<file path="config.mk">
export PLATFORM = sky130hd
export DESIGN_NAME = pclk_divsel
export DESIGN_NICKNAME = d
export VERILOG_FILES = /design/src/rtl/pclk_sel_pkg.sv /design/src/rtl/pclk_band_pick.sv /design/src/rtl/pclk_seq_div.sv /design/src/rtl/pclk_divsel.sv
export SDC_FILE = /design/constraint.sdc
export NUM_CORES = 2
export LEC_CHECK = 0
export ABC_AREA = 1
export BUFFER_PORTS_ARGS = -buffer_cell sky130_fd_sc_hd__buf_2
export CELL_PAD_IN_SITES_DETAIL_PLACEMENT = 0
export CELL_PAD_IN_SITES_GLOBAL_PLACEMENT = 1
export CORE_ASPECT_RATIO = 1.25
export CORE_UTILIZATION = 30
export DETAILED_ROUTE_END_ITERATION = 8
export PLACE_DENSITY_LB_ADDON = 0.25
export REMOVE_ABC_BUFFERS = 1
export SLEW_MARGIN = 25
export SYNTH_ARGS = -nofsm -noshare
export SYNTH_HDL_FRONTEND = slang
export SYNTH_SLANG_ARGS = --single-unit
</file>
<file path="constraint.sdc">
create_clock -name clk -period 27.6 [get_ports clk]
set_input_delay 4.14 -clock clk [delete_from_list [all_inputs] [get_ports clk]]
set_output_delay 4.14 -clock clk [all_outputs]
set_load 0.05 [all_outputs]
</file>
<file path="src/rtl/pclk_sel_pkg.sv">
package pclk_sel_pkg;

  localparam int NBITS  = 8;  // feedback count width
  localparam int NBANDS = 8;  // clamp rung plus seven ladder rungs

  typedef enum logic [2:0] {
    ST_IDLE,
    ST_BAND,
    ST_DIV_N,
    ST_DIV_F,
    ST_FIN
  } state_e;

  typedef struct packed {
    logic       clamp;
    logic       ext;
    logic [1:0] code;
    logic [3:0] pd;
  } band_t;

  // Each ladder limit on Q, multiplied by 16 so that it is an integer.
  function automatic int unsigned band_limit16(input int idx);
    case (idx)
      0:       return 32'd4080;  // 255
      1:       return 32'd2040;  // 127.5
      2:       return 32'd1360;  // 85
      3:       return 32'd1020;  // 63.75
      4:       return 32'd680;   // 42.5
      5:       return 32'd510;   // 31.875
      6:       return 32'd340;   // 21.25
      default: return 32'd0;
    endcase
  endfunction

  function automatic band_t band_entry(input int idx);
    band_t b;
    b = '0;
    case (idx)
      0: begin b.clamp = 1'b1; b.pd = 4'd1; end
      1: begin b.pd = 4'd1; end
      2: begin b.pd = 4'd2; b.code = 2'd1; end
      3: begin b.pd = 4'd3; b.ext = 1'b1; end
      4: begin b.pd = 4'd4; b.code = 2'd2; end
      5: begin b.pd = 4'd6; b.code = 2'd2; b.ext = 1'b1; end
      6: begin b.pd = 4'd8; b.code = 2'd3; end
      default: begin b.pd = 4'd12; b.code = 2'd3; b.ext = 1'b1; end
    endcase
    return b;
  endfunction

endpackage

</file>
<file path="src/rtl/pclk_band_pick.sv">
module pclk_band_pick
  import pclk_sel_pkg::*;
#(
  parameter int FW = 16
) (
  input  logic            clk,
  input  logic            rst_n,
  input  logic [2*FW-1:0] prod,
  input  logic [FW-1:0]   fref,
  output band_t           sel
);
  localparam int CW = 2*FW + 13;

  logic [NBANDS-2:0] above;
  logic [NBANDS-1:0] hit;

  // Q > L  <=>  8*target*ref_div > 16*L*ref_freq
  generate
    for (genvar g = 0; g < NBANDS-1; g++) begin : g_cmp
      assign above[g] = (CW'(prod) << 3) > (CW'(band_limit16(g)) * CW'(fref));
    end
  endgenerate

  always_comb begin
    hit[0] = above[0];
    for (int i = 1; i < NBANDS-1; i++) hit[i] = above[i] & ~above[i-1];
    hit[NBANDS-1] = ~above[NBANDS-2];
  end

  always_comb begin
    sel = '0;
    for (int i = 0; i < NBANDS; i++) if (hit[i]) sel = band_entry(i);
  end

  // The limits fall monotonically, so exactly one rung matches.
  assert_single_band_R3: assert property (@(posedge clk) disable iff (!rst_n)
    $countones(hit) == 1);

endmodule

</file>
<file path="src/rtl/pclk_seq_div.sv">
module pclk_seq_div #(
  parameter int W = 37
) (
  input  logic         clk,
  input  logic         rst_n,
  input  logic         go,
  input  logic [W-1:0] num,
  input  logic [W-1:0] den,
  output logic         fin,
  output logic [W-1:0] quo
);
  localparam int CNTW = $clog2(W + 1);

  logic [W-1:0]    rem_q, quo_q, den_q;
  logic [CNTW-1:0] cnt_q;
  logic            act_q, fin_q;
  logic [W:0]      rem_sh;
  logic            take;

  assign rem_sh = {rem_q, quo_q[W-1]};
  assign take   = rem_sh >= {1'b0, den_q};

  always_ff @(posedge clk) begin
    if (!rst_n) begin
      rem_q <= '0;
      quo_q <= '0;
      den_q <= '0;
      cnt_q <= '0;
      act_q <= 1'b0;
      fin_q <= 1'b0;
    end else begin
      fin_q <= 1'b0;
      if (go) begin
        rem_q <= '0;
        quo_q <= num;
        den_q <= den;
        cnt_q <= CNTW'(W);
        act_q <= 1'b1;
      end else if (act_q) begin
        rem_q <= take ? W'(rem_sh - {1'b0, den_q}) : rem_sh[W-1:0];
        quo_q <= {quo_q[W-2:0], take};
        if (cnt_q == CNTW'(1)) begin
          act_q <= 1'b0;
          fin_q <= 1'b1;
        end else begin
          cnt_q <= cnt_q - CNTW'(1);
        end
      end
    end
  end

  assign fin = fin_q;
  assign quo = quo_q;

  assert_remainder_below_divisor_R5: assert property (@(posedge clk) disable iff (!rst_n)
    (fin_q && den_q != '0) |-> (rem_q < den_q));

endmodule

</file>
<file path="src/rtl/pclk_divsel.sv">
module pclk_divsel
  import pclk_sel_pkg::*;
#(
  parameter int FW = 16
) (
  input  logic             clk,
  input  logic             rst_n,
  input  logic             start,
  input  logic [FW-1:0]    target,
  input  logic [FW-1:0]    ref_freq,
  input  logic [FW-1:0]    ref_div,
  input  logic [FW-1:0]    freq_min,
  input  logic [FW-1:0]    freq_max,
  output logic             busy,
  output logic             done,
  output logic             range_err,
  output logic             low_warn,
  output logic [3:0]       post_div,
  output logic [1:0]       post_code,
  output logic             ext_div,
  output logic [NBITS-1:0] fb_count,
  output logic [FW:0]      freq_out
);
  localparam int PW = 2*FW;
  localparam int DW = 2*FW + 5;

  state_e           state_q;
  logic [FW-1:0]    tgt_q, fref_q, rdiv_q;
  logic             warn_w_q, kick_q;
  band_t            w_sel_q, band_sel;
  logic [NBITS-1:0] w_n_q, n_sat;
  logic [PW-1:0]    prod;
  logic [DW-1:0]    div_num, div_den, div_quo;
  logic [FW:0]      f_sat;
  logic             div_fin;

  assign prod = PW'(tgt_q) * PW'(rdiv_q);

  pclk_band_pick #(.FW(FW)) u_band (
    .clk  (clk),
    .rst_n(rst_n),
    .prod (prod),
    .fref (fref_q),
    .sel  (band_sel)
  );

  // First pass: N = (T*R*pd + F) / (2F).  Second pass: (2F*N) / (R*pd).
  always_comb begin
    if (state_q == ST_DIV_F) begin
      div_num = (DW'(fref_q) << 1) * DW'(w_n_q);
      div_den = DW'(rdiv_q) * DW'(w_sel_q.pd);
    end else begin
      div_num = DW'(prod) * DW'(w_sel_q.pd) + DW'(fref_q);
      div_den = DW'(fref_q) << 1;
    end
  end

  pclk_seq_div #(.W(DW)) u_div (
    .clk  (clk),
    .rst_n(rst_n),
    .go   (kick_q),
    .num  (div_num),
    .den  (div_den),
    .fin  (div_fin),
    .quo  (div_quo)
  );

  assign n_sat = (|div_quo[DW-1:NBITS]) ? '1 : div_quo[NBITS-1:0];
  assign f_sat = (|div_quo[DW-1:FW+1])  ? '1 : div_quo[FW:0];

  always_ff @(posedge clk) begin
    if (!rst_n) begin
      state_q   <= ST_IDLE;
      tgt_q     <= '0;
      fref_q    <= '0;
      rdiv_q    <= '0;
      warn_w_q  <= 1'b0;
      kick_q    <= 1'b0;
      w_sel_q   <= '0;
      w_n_q     <= '0;
      range_err <= 1'b0;
      low_warn  <= 1'b0;
      post_div  <= '0;
      post_code <= '0;
      ext_div   <= 1'b0;
      fb_count  <= '0;
      freq_out  <= '0;
    end else begin
      kick_q <= 1'b0;
      case (state_q)
        ST_IDLE: if (start) begin
          tgt_q    <= target;
          fref_q   <= ref_freq;
          rdiv_q   <= ref_div;
          warn_w_q <= target < freq_min;
          if (target > freq_max) begin
            range_err <= 1'b1;
            low_warn  <= target < freq_min;
            post_div  <= '0;
            post_code <= '0;
            ext_div   <= 1'b0;
            fb_count  <= '0;
            freq_out  <= '0;
            state_q   <= ST_FIN;
          end else begin
            state_q <= ST_BAND;
          end
        end
        ST_BAND: begin
          w_sel_q <= band_sel;
          w_n_q   <= band_sel.clamp ? '1 : '0;
          kick_q  <= 1'b1;
          state_q <= band_sel.clamp ? ST_DIV_F : ST_DIV_N;
        end
        ST_DIV_N: if (div_fin) begin
          w_n_q   <= n_sat;
          kick_q  <= 1'b1;
          state_q <= ST_DIV_F;
        end
        ST_DIV_F: if (div_fin) begin
          range_err <= 1'b0;
          low_warn  <= warn_w_q;
          post_div  <= w_sel_q.pd;
          post_code <= w_sel_q.code;
          ext_div   <= w_sel_q.ext;
          fb_count  <= w_n_q;
          freq_out  <= f_sat;
          state_q   <= ST_FIN;
        end
        default: state_q <= ST_IDLE;
      endcase
    end
  end

  assign done = (state_q == ST_FIN);
  assign busy = (state_q != ST_IDLE);

  assert_done_single_R7: assert property (@(posedge clk) disable iff (!rst_n)
    done |=> !done);
  assert_busy_ends_in_done_R7: assert property (@(posedge clk) disable iff (!rst_n)
    $fell(busy) |-> $past(done));
  assert_start_ignored_R8: assert property (@(posedge clk) disable iff (!rst_n)
    busy |=> ($stable(tgt_q) && $stable(fref_q) && $stable(rdiv_q)));
  assert_results_hold_R9: assert property (@(posedge clk) disable iff (!rst_n)
    !done |-> ($stable(fb_count) && $stable(freq_out) && $stable(post_div)));
  assert_error_zeroes_R1: assert property (@(posedge clk) disable iff (!rst_n)
    (done && range_err) |-> (fb_count == '0 && freq_out == '0 && post_div == '0));
  assert_ext_matches_div_R3: assert property (@(posedge clk) disable iff (!rst_n)
    (done && !range_err) |->
      (ext_div == (post_div == 4'd3 || post_div == 4'd6 || post_div == 4'd12)));
  assert_clamp_skips_round_R4: assert property (@(posedge clk) disable iff (!rst_n)
    (state_q == ST_DIV_N) |-> !w_sel_q.clamp);

endmodule

</file>
# == Word-level counts from Yosys, hierarchy flattened ==
# Index checks and enable logic that the tools add are counted.
# word_totals
regBits,221
latchBits,0
mem_bits_rw,0
mem_bits_ro,0
in_bits,83
out_inout_bits,36
elab_cells,149
mem_count,0
# op_classes
n_addsub,3
multipliers,11
n_div,0
magnitude_cmp,10
n_eq_ne,10
shift,0
muxes,61
n_bitwise,15
n_reduce_logical,15
# ops
operator,n
$mux 37,4
$mux 8,14
$mul 8x16->24 const A,4
$gt 35x25->1,2
$gt 35x26->1,2
$gt 35x27->1,2
$mul 7x16->23 const A,3
$mux 17,4
$ge 38x37->1,1
$add 36x16->37,1
$sub 37x37->37,1
$mul 32x4->36,1
$gt 35x28->1,1
$pmux 17 s2,1
$mul 16x16->32,1
$pmux 8 s2,2
$reduce_or 29->1,1
$mul 16x8->24,1
$mul 16x4->20,1
$mux 20,1
$reduce_or 20->1,1
$mux 6,3
$gt 16x16->1,1
$lt 16x16->1,1
25 further kinds,71

# == Depth between registers and ports, before layout ==
# depth
ltp_word,13
depth_mapped,49
mapped_depth_nobuf,47

# == By module ==
# A second synthesis with hierarchy kept.
# hier_totals
hier_cells,6263
area_unflattened_um2,42729.7
# modules_own_cells
mod,n_inst,cells_per_inst,area_per_inst_um2,seq_area_each_um2
pclk_divsel,1,3662,25340.6,2042.0
pclk_band_pick,1,1408,9659.3,0.0
pclk_seq_div,1,1193,7729.9,2382.3

# == Worst setup path before layout ==
# Ideal clock, no wire load.
# synth_timing
kind,register to register
startpoint,register tgt_q[8]
endpoint,register u_div.quo_q[27] (netlist: u_div.quo[27])
setup_time_ps,119
arrival_time_ps,8863
required_time_ps,27481
setup_slack_ps,18617
stages_incl_launch_ff,37
n_path_buf,2
period_less_slack_ps,8983
cell_sequence,dfxtp_1 > clkbuf_1 > clkbuf_1 > nand2_1 > fa_1 > fa_1 > fa_1 > fa_1 > inv_1 > fa_1 > inv_1 > fa_1 > inv_1 > ha_1 > nand2_1 > nor2_1 > nand3_1 > nand3_1 > xor2_1 > inv_1 > nor2_1 > fa_1 > fa_1 > inv_1 > fa_1 > inv_1 > ha_1 > nand2_1 > nor2_1 > inv_1 > nor4_1 > a21oi_1 > o21ai_0 > a21oi_1 > or2_2 > nand3_1 > a21oi_1
# synth_between
elab_chain_len,5
# synth_rtl
item,line,text
start: declaration,pclk_divsel.sv:28,"logic [FW-1:0] tgt_q, fref_q, rdiv_q;"
start signal: assignment,pclk_divsel.sv:92,tgt_q <= target;
$mul 16x16->32,pclk_divsel.sv:37,assign prod = PW'(tgt_q) * PW'(rdiv_q);
$mul 32x4->36,pclk_divsel.sv:53,div_num = DW'(prod) * DW'(w_sel_q.pd) + DW'(fref_q);
$add 36x16->37,pclk_divsel.sv:53,
$mux 37,pclk_divsel.sv:49,if (state_q == ST_DIV_F) begin
$mux 37,pclk_seq_div.sv:33,if (go) begin
end signal: assignment,pclk_seq_div.sv:35,quo_q <= num;
end signal: assignment,pclk_seq_div.sv:41,"quo_q <= {quo_q[W-2:0], take};"
end: declaration,pclk_seq_div.sv:14,"logic [W-1:0] rem_q, quo_q, den_q;"
# No other way between the ends.
# A chain may end at the register's enable or synchronous reset.

# == Worst setup path in the final report ==
# layout_timing
startpoint,register rdiv_q[3]
endpoint,register u_div.quo_q[27] (netlist: u_div.quo[27])
# layout_between
elab_chain_len,5
# layout_rtl
item,line,text
start: declaration,pclk_divsel.sv:28,
start signal: assignment,pclk_divsel.sv:94,rdiv_q <= ref_div;
$mul 16x16->32,pclk_divsel.sv:37,
$mul 32x4->36,pclk_divsel.sv:53,
$add 36x16->37,pclk_divsel.sv:53,
$mux 37,pclk_divsel.sv:49,
$mux 37,pclk_seq_div.sv:33,
# No other way between the ends.

==> flow_summary.json <==
{
  "outcome": "completed",
  "cp.required_ns": 28.09,
  "seqCellArea_mm2": 0.00409,
  "globalplace.congestion": 0.866,
  "drt_iter0_drc": 1643,
  "io_pins": 119,
  "holdPathStages": 2,
  "max_stage_delay_ns": 0.96,
  "core.rowCount": 147,
  "synth_edf_count": 0,
  "overflow": 0,
  "end_kind": "register",
  "ys_seq_area_share_pct": 10.4,
  "syn_area_per_cell_um2": 7.09,
  "slew-limit-headroom_pct": 28.6,
  "antenna_found_initial": 1,
  "fp.dieH_um": 406,
  "final-hold-violation-count": 0,
  "synthArstFlopShare_pct": 0,
  "layout_commonest_cell": "nand2_1",
  "initial_core_util_pct": 30.4,
  "tightest_slew_ns": 1.07,
  "arrival_ns": 10.71,
  "ys.warnings.count": 0,
  "grt_start_max_net_pins": 76,
  "drive_above_1_share_pct": 5.38,
  "clock-sinks": 204,
  "multi_input_area_mm2": 0.0300,
  "tritoncts": "yes",
  "drc_errors": 0,
  "netlist_area_mm2": 0.0391,
  "reg2regPathDepth": 35,
  "final_antenna_net_count": 0,
  "clk_path_buf_depth": 3,
  "htree_levels": 1,
  "crit_slowest_cell": "dfxtp_1",
  "num_vias": 34500,
  "slew_viol_final": 0,
  "io_buffers": 118,
  "fp.dieArea_mm2": 0.132,
  "cts_buffers": 28,
  "dpl_cell_area_mm2": 0.0417,
  "final_cell_mix": "nand2_1 (1285), inv_1 (1147), ha_1 (544)",
  "post_cts_buffers": 0,
  "cts_root_buffer": "clkbuf_16",
  "grt_pass1_vias": 35900,
  "n_fill_cell": 14200,
  "skew_ns": 0.0224,
  "grt_pass1_wl_mm": 204,
  "critPathLaunchType": "register",
  "final_net_count": 6639,
  "clkLatencyLatePin_ns": 0.61,
  "setup_tns_ns": 0,
  "ys_seq_elements": 204,
  "firstDrtPassIters": 7,
  "synth_cell_types": 54,
  "hold_class": "register to register",
  "cap_violations": 0,
  "hpwlAfterDp_mm": 104,
  "setup_viol": 0,
  "layout_min_cycle_time_ns": 10.22,
  "crit_type": "register to register",
  "period_share_pct": 37.0,
  "vias_per_cell": 4.74,
  "core_mm2": 0.129,
  "stdcell_area_mm2": 0.0426,
  "routedWlPerCell_um": 17.6,
  "cts_resized": 0,
  "routed_wl_mm": 128,
  "syn_to_final_growth_pct": 8.73,
  "crit_fanout": 21,
  "clkTransAtPathRegs_ns": 0.06,
  "crit_path_frequent_cell": "fa_1",
  "netlist_instances": 5518,
  "dieWidth_um": 325,
  "rsz0062_at_grt": "no",
  "yosys_most_used_dff": "dfxtp_1",
  "grt_use_total_pct": 19.6,
  "fmax_ghz": 0.0979,
  "postCtsHoldBufs": 0
}
## metal layers
metal  track usage (%)  wire length (µm)  vias up
li1                  -                 -    17200
met1              25.4             58300    16700
met2              35.4             63300      509
met3              1.39              3370      112
met4              3.94              2630        0
met5                 0                 0        -
## flip-flops by register name (all words and copies together) (netlist names), 3 cells and up
| signal | count |
|---|---|
| fb_count | 8 |
| fref_q | 16 |
| freq_out | 17 |
| post_div | 4 |
| rdiv_q | 16 |
| state_q | 3 |
| tgt_q | 16 |
| u_div.cnt_q | 6 |
| u_div.den_q | 20 |
| u_div.quo | 37 |
| u_div.rem_q | 37 |
| w_n_q | 8 |
| w_sel_q | 7 |
## cell usage after synthesis (18+ instances only)
master | n | area share (%)
nor2_1 | 397 | 3.8
xor2_1 | 61 | 1.4
a21oi_1 | 395 | 5.1
clkbuf_1 | 171 | 1.6
nor3_1 | 46 | 0.59
ha_1 | 544 | 17
nor4_1 | 18 | 0.29
o21ai_0 | 292 | 3.7
fa_1 | 476 | 24
nand2_1 | 1285 | 12
nand3_1 | 138 | 1.8
nand4_1 | 47 | 0.75
dfxtp_1 | 204 | 10
a31oi_1 | 29 | 0.46
nand2_2 | 19 | 0.30
xnor2_1 | 48 | 1.1
inv_1 | 1148 | 11
## cells by family (layout without fill, tap and decap cells)
kind of cell | count (synthesis) | after routing | share of synthesized area (%)
adder cells (fa/ha/maj) | 1020 | 1020 | 41.7
AO/OA/AOI/OAI | 836 | 836 | 11.6
XOR/XNOR | 109 | 109 | 2.44
AND/OR/NAND/NOR | 1998 | 1998 | 20.8
flip-flops | 204 | 204 | 10.4
buffers and inverters | 1351 | 1390 | 13.0
other | 0 | 1 | 0
## cell type report
type                            count  share of cell area [%]
Sequential cell                   204                    9.61
Antenna cell                        1                 0.00588
Inverter                         1160                    10.2
Multi-Input combinational cell   3963                    70.5
Clock buffer                       40                    1.80
Timing Repair Buffer              179                    2.47
Clock inverter                     11                   0.300
Tap cell                         1713                    5.04
## path summary, 6_finish.rpt
path	start	to	slack [ns]
worst max-delay path	rdiv_q[3]	u_div.quo[27]	17.38
worst min-delay path	ext_div	ext_div	0.46
worst max register to register	rdiv_q[3]	u_div.quo[27]	17.38
worst min register to register	ext_div	ext_div	0.46
## metrics by stage
stage	util, %	cells	hold slack, ns	setup WS, ns
after global placement	32.3	7219	0.450	17.28
final	33.0	7271	0.458	17.38
after global routing	33.0	7270	0.471	16.67
after detailed placement	32.3	7219	0.453	17.41
after CTS	33.0	7270	0.460	17.29
after floorplan	-	5327	0.442	18.74
## worst max-delay path: cells and delay by family (launching register included)
kind | cells | cell delay, ns
adders and majority gates | 11 | 5.37
and+or+nand+nor | 11 | 2.05
DFF | 1 | 0.96
AOI/OAI and AO/OA | 4 | 0.73
buffers and inverters | 8 | 0.72
xor gates and xnor gates | 1 | 0.23
Power is not shown: default switching activity piles up to over one toggle a cycle in this logic, so the estimate is an artifact.
